## src/rtl/vca_pkg.sv

```systemverilog
package vca_pkg;

   typedef enum logic [1:0] {
      BLK_RGB     = 2'd0,
      BLK_YCC_OFS = 2'd1,
      BLK_YCC_2C  = 2'd2
   } blk_kind_e;

   function automatic blk_kind_e blk_kind(input logic ycc, input logic twos);
      if (!ycc)
         return BLK_RGB;
      if (twos)
         return BLK_YCC_2C;
      return BLK_YCC_OFS;
   endfunction

endpackage

```

## src/rtl/vca_delay_line.sv

```systemverilog
module vca_delay_line #(
   parameter int unsigned WIDTH = 1,
   parameter int unsigned DEPTH = 1
) (
   input  logic             clk,
   input  logic             rst,
   input  logic [WIDTH-1:0] din,
   output logic [WIDTH-1:0] dout
);

   if (DEPTH < 1) begin : g_bad_depth
      $error("vca_delay_line: DEPTH must be at least 1");
   end
   if (WIDTH < 1) begin : g_bad_width
      $error("vca_delay_line: WIDTH must be at least 1");
   end

   generate
      if (DEPTH == 1) begin : g_single
         logic [WIDTH-1:0] stage_q;
         always_ff @(posedge clk) begin
            if (rst)
               stage_q <= '0;
            else
               stage_q <= din;
         end
         assign dout = stage_q;
      end else begin : g_chain
         logic [DEPTH-1:0][WIDTH-1:0] stage_q;
         always_ff @(posedge clk) begin
            if (rst)
               stage_q <= '0;
            else
               stage_q <= {stage_q[DEPTH-2:0], din};
         end
         assign dout = stage_q[DEPTH-1];
      end
   endgenerate

endmodule

```

## src/rtl/vca_tap_delay.sv

```systemverilog
module vca_tap_delay #(
   parameter int unsigned WIDTH = 1,
   parameter int unsigned SHORT = 2,
   parameter int unsigned LONG  = 15
) (
   input  logic             clk,
   input  logic             rst,
   input  logic [WIDTH-1:0] din,
   input  logic             sel_long,
   output logic [WIDTH-1:0] dout
);

   localparam int unsigned EXTRA = LONG - SHORT;

   if (SHORT < 1 || LONG <= SHORT) begin : g_bad_taps
      $error("vca_tap_delay: need 1 <= SHORT < LONG");
   end

   logic [WIDTH-1:0] near_tap;
   logic [WIDTH-1:0] far_tap;

   vca_delay_line #(.WIDTH(WIDTH), .DEPTH(SHORT)) near_i (
      .clk (clk),
      .rst (rst),
      .din (din),
      .dout(near_tap)
   );

   vca_delay_line #(.WIDTH(WIDTH), .DEPTH(EXTRA)) far_i (
      .clk (clk),
      .rst (rst),
      .din (near_tap),
      .dout(far_tap)
   );

   assign dout = sel_long ? far_tap : near_tap;

endmodule

```

## src/rtl/vca_blanker.sv

```systemverilog
module vca_blanker
   import vca_pkg::*;
#(
   parameter int unsigned COMP_W = 8
) (
   input  logic                clk,
   input  logic                rst,
   input  logic [3*COMP_W-1:0] pix_al,
   input  logic                av_al,
   input  logic                fmt_ycc,
   input  logic                twos,
   input  logic                mode422,
   output logic [3*COMP_W-1:0] pix_q,
   output logic                phase_q
);

   localparam int unsigned        SHIFT   = COMP_W - 8;
   localparam logic [COMP_W-1:0] Y_BLACK = COMP_W'(8'h10) << SHIFT;
   localparam logic [COMP_W-1:0] C_MID   = COMP_W'(8'h80) << SHIFT;

   if (COMP_W < 8) begin : g_bad_comp
      $error("vca_blanker: COMP_W must be at least 8");
   end

   blk_kind_e           kind;
   logic [3*COMP_W-1:0] blk_word;
   logic                av_prev_q;
   logic                av_rise;

   assign kind = blk_kind(fmt_ycc, twos);

   always_comb begin
      case (kind)
         BLK_YCC_OFS: blk_word = {Y_BLACK, C_MID, C_MID};
         BLK_YCC_2C:  blk_word = {Y_BLACK, {COMP_W{1'b0}}, {COMP_W{1'b0}}};
         default:     blk_word = '0;
      endcase
   end

   assign av_rise = av_al & ~av_prev_q;

   always_ff @(posedge clk) begin
      if (rst) begin
         pix_q     <= '0;
         phase_q   <= 1'b0;
         av_prev_q <= 1'b0;
      end else begin
         pix_q     <= av_al ? pix_al : blk_word;
         av_prev_q <= av_al;
         if (!mode422)
            phase_q <= 1'b0;
         else if (av_rise)
            phase_q <= 1'b1;
         else
            phase_q <= ~phase_q;
      end
   end

   AST_PIX_PASS: assert property (@(posedge clk) disable iff (rst)
      av_al |=> pix_q == $past(pix_al)) else $error("pixel not passed");
   AST_BLACK_LEVEL: assert property (@(posedge clk) disable iff (rst)
      !av_al |=> pix_q == $past(blk_word)) else $error("black level wrong");
   AST_PHASE_RESTART: assert property (@(posedge clk) disable iff (rst)
      (mode422 && av_rise) |=> phase_q) else $error("phase not restarted");
   AST_PHASE_TOGGLE: assert property (@(posedge clk) disable iff (rst)
      (mode422 && !av_rise) |=> phase_q != $past(phase_q)) else $error("phase stuck");
   AST_PHASE_IDLE: assert property (@(posedge clk) disable iff (rst)
      !mode422 |=> !phase_q) else $error("phase active outside 4:2:2");

endmodule

```

## src/rtl/vid_ctl_align.sv

```systemverilog
module vid_ctl_align #(
   parameter int unsigned COMP_W    = 8,
   parameter int unsigned PIX_LAT   = 14,
   parameter int unsigned AV_SHORT  = 12,
   parameter int unsigned DAC_SHORT = 2,
   parameter int unsigned DAC_LONG  = 15
) (
   input  logic                clk,
   input  logic                rst,
   input  logic                i_pass_en,
   input  logic                i_spare,
   input  logic                i_av,
   input  logic                i_sync,
   input  logic                i_blank,
   input  logic [3*COMP_W-1:0] i_pix,
   input  logic                i_fmt_ycc,
   input  logic                i_twos,
   input  logic                i_mode422,
   input  logic                i_av_short,
   input  logic                i_dac_long,
   output logic                o_pass_en,
   output logic                o_spare,
   output logic                o_av,
   output logic                o_sync,
   output logic                o_blank,
   output logic [3*COMP_W-1:0] o_pix,
   output logic                o_cb_phase
);

   localparam int unsigned PIX_W   = 3 * COMP_W;
   localparam int unsigned PRE_LAT = PIX_LAT - 1;

   if (PIX_LAT < 2) begin : g_bad_lat
      $error("vid_ctl_align: PIX_LAT must be at least 2");
   end
   if (AV_SHORT >= PIX_LAT) begin : g_bad_av
      $error("vid_ctl_align: AV_SHORT must be below PIX_LAT");
   end

   logic [PIX_W:0] pre_in;
   logic [PIX_W:0] pre_out;
   logic [1:0]     side_out;
   logic [1:0]     dac_out;
   logic           av_dly;

   assign pre_in = {i_av, i_pix};

   vca_delay_line #(.WIDTH(PIX_W + 1), .DEPTH(PRE_LAT)) pix_line_i (
      .clk (clk),
      .rst (rst),
      .din (pre_in),
      .dout(pre_out)
   );

   vca_blanker #(.COMP_W(COMP_W)) blank_i (
      .clk    (clk),
      .rst    (rst),
      .pix_al (pre_out[PIX_W-1:0]),
      .av_al  (pre_out[PIX_W]),
      .fmt_ycc(i_fmt_ycc),
      .twos   (i_twos),
      .mode422(i_mode422),
      .pix_q  (o_pix),
      .phase_q(o_cb_phase)
   );

   vca_delay_line #(.WIDTH(2), .DEPTH(PIX_LAT)) side_line_i (
      .clk (clk),
      .rst (rst),
      .din ({i_pass_en, i_spare}),
      .dout(side_out)
   );

   vca_tap_delay #(.WIDTH(1), .SHORT(AV_SHORT), .LONG(PIX_LAT)) av_line_i (
      .clk     (clk),
      .rst     (rst),
      .din     (i_av),
      .sel_long(~i_av_short),
      .dout    (av_dly)
   );

   vca_tap_delay #(.WIDTH(2), .SHORT(DAC_SHORT), .LONG(DAC_LONG)) dac_line_i (
      .clk     (clk),
      .rst     (rst),
      .din     ({i_sync, i_blank}),
      .sel_long(i_dac_long),
      .dout    (dac_out)
   );

   assign o_pass_en = side_out[1];
   assign o_spare   = side_out[0];
   assign o_av      = av_dly;
   assign o_sync    = dac_out[1];
   assign o_blank   = dac_out[0];

   AST_RESET_CLEAR: assert property (@(posedge clk)
      rst |=> (o_pix == '0 && !o_cb_phase && !o_pass_en && !o_spare)) else $error("reset left state");
   AST_AV_ALIGN: assert property (@(posedge clk) disable iff (rst)
      (!i_av_short && $past(!i_av_short)) |-> o_av == blank_i.av_prev_q) else $error("av misaligned");

endmodule

```

## config.mk

```make
export PLATFORM = sky130hd
export DESIGN_NAME = vid_ctl_align
export DESIGN_NICKNAME = d
export VERILOG_FILES = /design/src/rtl/vca_pkg.sv /design/src/rtl/vca_delay_line.sv /design/src/rtl/vca_tap_delay.sv /design/src/rtl/vca_blanker.sv /design/src/rtl/vid_ctl_align.sv
export SDC_FILE = /design/constraint.sdc
export NUM_CORES = 1
export LEC_CHECK = 0
export ABC_AREA = 1
export BUFFER_PORTS_ARGS = -buffer_cell sky130_fd_sc_hd__buf_2
export CORE_UTILIZATION = 59
export DETAILED_ROUTE_END_ITERATION = 16
export GPL_ROUTABILITY_DRIVEN = 0
export PLACE_DENSITY = 0.77
export SLEW_MARGIN = 10
export SYNTH_ARGS = -nofsm -noshare
export SYNTH_HDL_FRONTEND = slang
export SYNTH_HIERARCHICAL = 1
export SYNTH_SLANG_ARGS = --single-unit
export TNS_END_PERCENT = 30
```

## constraint.sdc

```tcl
create_clock -name clk -period 1.08 [get_ports clk]
set_input_delay 0.108 -clock clk [delete_from_list [all_inputs] [get_ports clk]]
set_output_delay 0.108 -clock clk [all_outputs]
set_load 0.05 [all_outputs]
```

==> impl_metrics.tcl <==
set metrics [dict create \
    synthTopCellsByArea "dfxtp_1 68%, inv_1 13%, nor2_1 12%" \
    worstRegToRegCells 3 \
    postRouteAntennaNets 0 \
    post-route-period-util_pct 114 \
    die_area_mm2 0.0217 \
    hold_violations 0 \
    cts_buffers 39 \
    synth_top_cell_area_share_pct 68.0 \
    core-area_mm2 0.0204 \
    synth-edff-count 0 \
    worst-slew-pin-transition_ns 0.382 \
    max_slew_margin_pct 74.5 \
    min_to "side_line_i/g_chain.stage_q[23]$_SDFF_PP0_" \
    core.rowCount 52 \
    worst-path-max-fanout 2 \
    cts.clk_slew.worst_paths_ns 0.06 \
    htree_levels 2 \
    synth_cell_type_count 12 \
    max_cap_viol_count 0 \
    chipHeight_um 147 \
    clock_path_buffers 3 \
    clkLatencyLatePin_ns 0.51 \
    worst_slack_ns -0.150 \
    yosys_warnings 6 \
    drt_iter0_markers 260 \
    regToRegStartpoint "pix_line_i/g_chain.stage_q[173]$_SDFF_PP0_" \
    synthesis.nets 1401 \
    slowest_delay_ns 0.34 \
    synth_seq_area_share_pct 68.0 \
    synth-async-reset-ratio_pct 0 \
    rsz0062_at_grt "true" \
    critPathCaptureType "output port" \
    nets 1482 \
    syn_to_final_growth_pct 16.9 \
    overflow 0 \
    cp_common_cell "nand2_2" \
    numPortBuffers 65 \
    insertedDiodeCount 0 \
    grtUsageTotal_pct 14.1 \
    crit_buf_inv 1 \
    ir_drop_mv 1.93 \
    start_util_pct 60.9 \
    drc 0 \
    syn_avg_cell_area_um2 9.12 \
    drive_gt1_share_pct 12.8 \
    synth_top_area_cell "dfxtp_1" \
    worstSetupPathType "reg2out" \
    period_needed_ns 1.23 \
    postSynthCellCount 1365 \
    reg2reg_slack_ns 0.04 \
    finalMaxSlewViolations 0 \
    cp-start-kind "register" \
    netlist_top_cells_count "424 x inv_1, 423 x dfxtp_1, 407 x nor2_1" \
    p_per_area_mw_per_mm2 2030 \
    leakage_nw 6.06 \
    hpwl_um 7070 \
    critPathTopFamily "flip-flops" \
    violations "setup timing" \
    clock_skew_ns 0.0105 \
    vias 6731 \
    yosysMostFrequentCell "inv_1" \
    wirelength_um 14100 \
    crit_arrival_ns 1.12 \
    ys_seq_elements 423 \
    cts_root_buf "clkbuf_16" \
    cp_cell_sequence "nand2_2 > nand2_2 > buf_8" \
    hold_slack_ns 0.0331 \
    clock_sinks 423 \
    grt_pass1_wl_um 25300 \
    ys.flop_type "dfxtp_1" \
    power_mw 29.6 \
    grt_pass1_vias 6335 \
    wl_per_cell_um 8.09 \
    antenna_found_initial 0 \
    r2r-end "pix_line_i/g_chain.stage_q[198]$_SDFF_PP0_" \
    hp-start "rst" \
    hold_path_class "in2reg" \
    status "finished with violations" \
    synth.cell_area_mm2 0.0124 \
    drtPass1Iterations 4 \
    max_freq_mhz 813 \
    ios 66 \
    critical_path.slowest_cell "dfxtp_2" \
    setup_viol 28 \
    vias_per_cell 3.86 \
    holdPathStages 3 \
    required_ns 0.97 \
    die_w_um 147 \
    cts_tree "yes" \
    grt_start_max_net_pins 81 \
    fin_tns_setup_ns -0.651 \
]
==> cell usage in the layout (no fill, tap or decap), types with 2 or more instances in the layout <==
| cell type | synthesis | routed |
|---|---|---|
| nand2_1 | 18 | 14 |
| clkbuf_8 | 0 | 13 |
| dlygate4sd3_1 | 0 | 35 |
| inv_2 | 2 | 2 |
| nand2_2 | 1 | 5 |
| buf_6 | 37 | 19 |
| clkinv_2 | 0 | 5 |
| buf_4 | 32 | 6 |
| dfxtp_2 | 0 | 30 |
| nor2_2 | 12 | 12 |
| clkbuf_16 | 0 | 39 |
| buf_8 | 0 | 12 |
| inv_1 | 424 | 424 |
| clkbuf_1 | 0 | 9 |
| nor2_1 | 407 | 407 |
| buf_2 | 7 | 34 |
| buf_12 | 0 | 9 |
| dfxtp_1 | 423 | 393 |
==> logic make-up (layout without fill, tap and decap cells) <==
family	after synthesis	after routing	synth area share (%)
and+or+nand+nor	439	439	13.5
AOI/OAI and AO/OA	1	1	0.0402
buffers and inverters	502	611	18.4
DFF	423	423	68.0
==> sequential cells by signal (all words and copies together) (netlist names) <==
name                               flops
dac_line_i/far_i/dout                  2
dac_line_i/near_i/dout                 2
av_line_i/far_i/dout                   1
side_line_i/dout                       2
blank_i/phase_q                        1
pix_line_i/g_chain.stage_q           300
blank_i/av_prev_q                      1
av_line_i/near_i/g_chain.stage_q      11
blank_i/pix_q                         24
dac_line_i/far_i/g_chain.stage_q      24
av_line_i/near_i/dout                  1
av_line_i/far_i/g_chain.stage_q        1
pix_line_i/dout                       25
side_line_i/g_chain.stage_q           26
dac_line_i/near_i/g_chain.stage_q      2
==> power breakdown <==
group          internal, mW  switching (mW)  leakage [nW]
registers              15.8          0.0476          3.44
logic                 0.299           0.392          1.99
clock network          7.79            5.27         0.627
total                  23.9            5.71          6.06
==> cell type report <==
type	count	area, um^2
Clock inverter	8	72.6
Multi-Input combinational cell	440	1700
Inverter	426	1600
Fill cell	1401	5880
Sequential cell	423	8510
Clock buffer	61	1190
Tap cell	270	338
Timing Repair Buffer	116	1150
==> worst register-to-register path: stages (launching register included) <==
cell	delay [ns]
dfxtp_1	0.30
inv_1	0.06
nor2_1	0.03
dlygate4sd3_1	0.54
==> stage by stage <==
stage	instances	utilization [%]	setup slack, ns	area [um^2]
final	1744	71.2	-0.150	14600
after global routing	1744	71.2	-0.214	14600
after CTS	1743	71.0	-0.193	14500
after detailed placement	1638	61.9	0.216	12600
after global placement	1638	61.9	0.235	12600
after floorplan	1365	-	0.216	12400
==> routing by layer <==
metal | part of all wire, % | global-route usage [%] | vias to the layer above | wire length (um)
met4 | 3.2 | 7.16 | 0 | 452
met5 | 0 | 0 | - | 0
met1 | 41 | 14.0 | 2790 | 5790
met2 | 51 | 27.1 | 103 | 7240
li1 | - | - | 3801 | -
met3 | 4.4 | 3.39 | 37 | 627
==> what timing repair did <==
item / 4_1_cts / 5_1_grt
setup endpoints to repair: 30 / 32
pin swaps: 0 / 4
hold buffers: 36 / 0
buffers inserted: 0 / 1
gates resized for setup: 91 / 15
endpoints found under the hold margin: 39 / 0
==> worst max-delay path by stage <==
| stage | from | end | slack, ns | depth (start not counted) |
|---|---|---|---|---|
| 5_1_grt | dac_line_i/near_i/dout[0]$_SDFF_PP0_ | o_blank | -0.21 | 3 |
| 3_3_place_gp | rst | dac_line_i/far_i/dout[1]$_SDFF_PP0_ | 0.24 | 3 |
| 2_1_floorplan | dac_line_i/near_i/dout[0]$_SDFF_PP0_ | o_blank | 0.22 | 3 |
| 6_report | av_line_i/near_i/dout$_SDFF_PP0_ | o_av | -0.15 | 3 |
| 3_5_place_dp | rst | av_line_i/near_i/g_chain.stage_q[10]$_SDFF_PP0_ | 0.22 | 3 |
| 4_1_cts | av_line_i/near_i/dout$_SDFF_PP0_ | o_av | -0.19 | 3 |
Power figures use the tool's default switching activity.
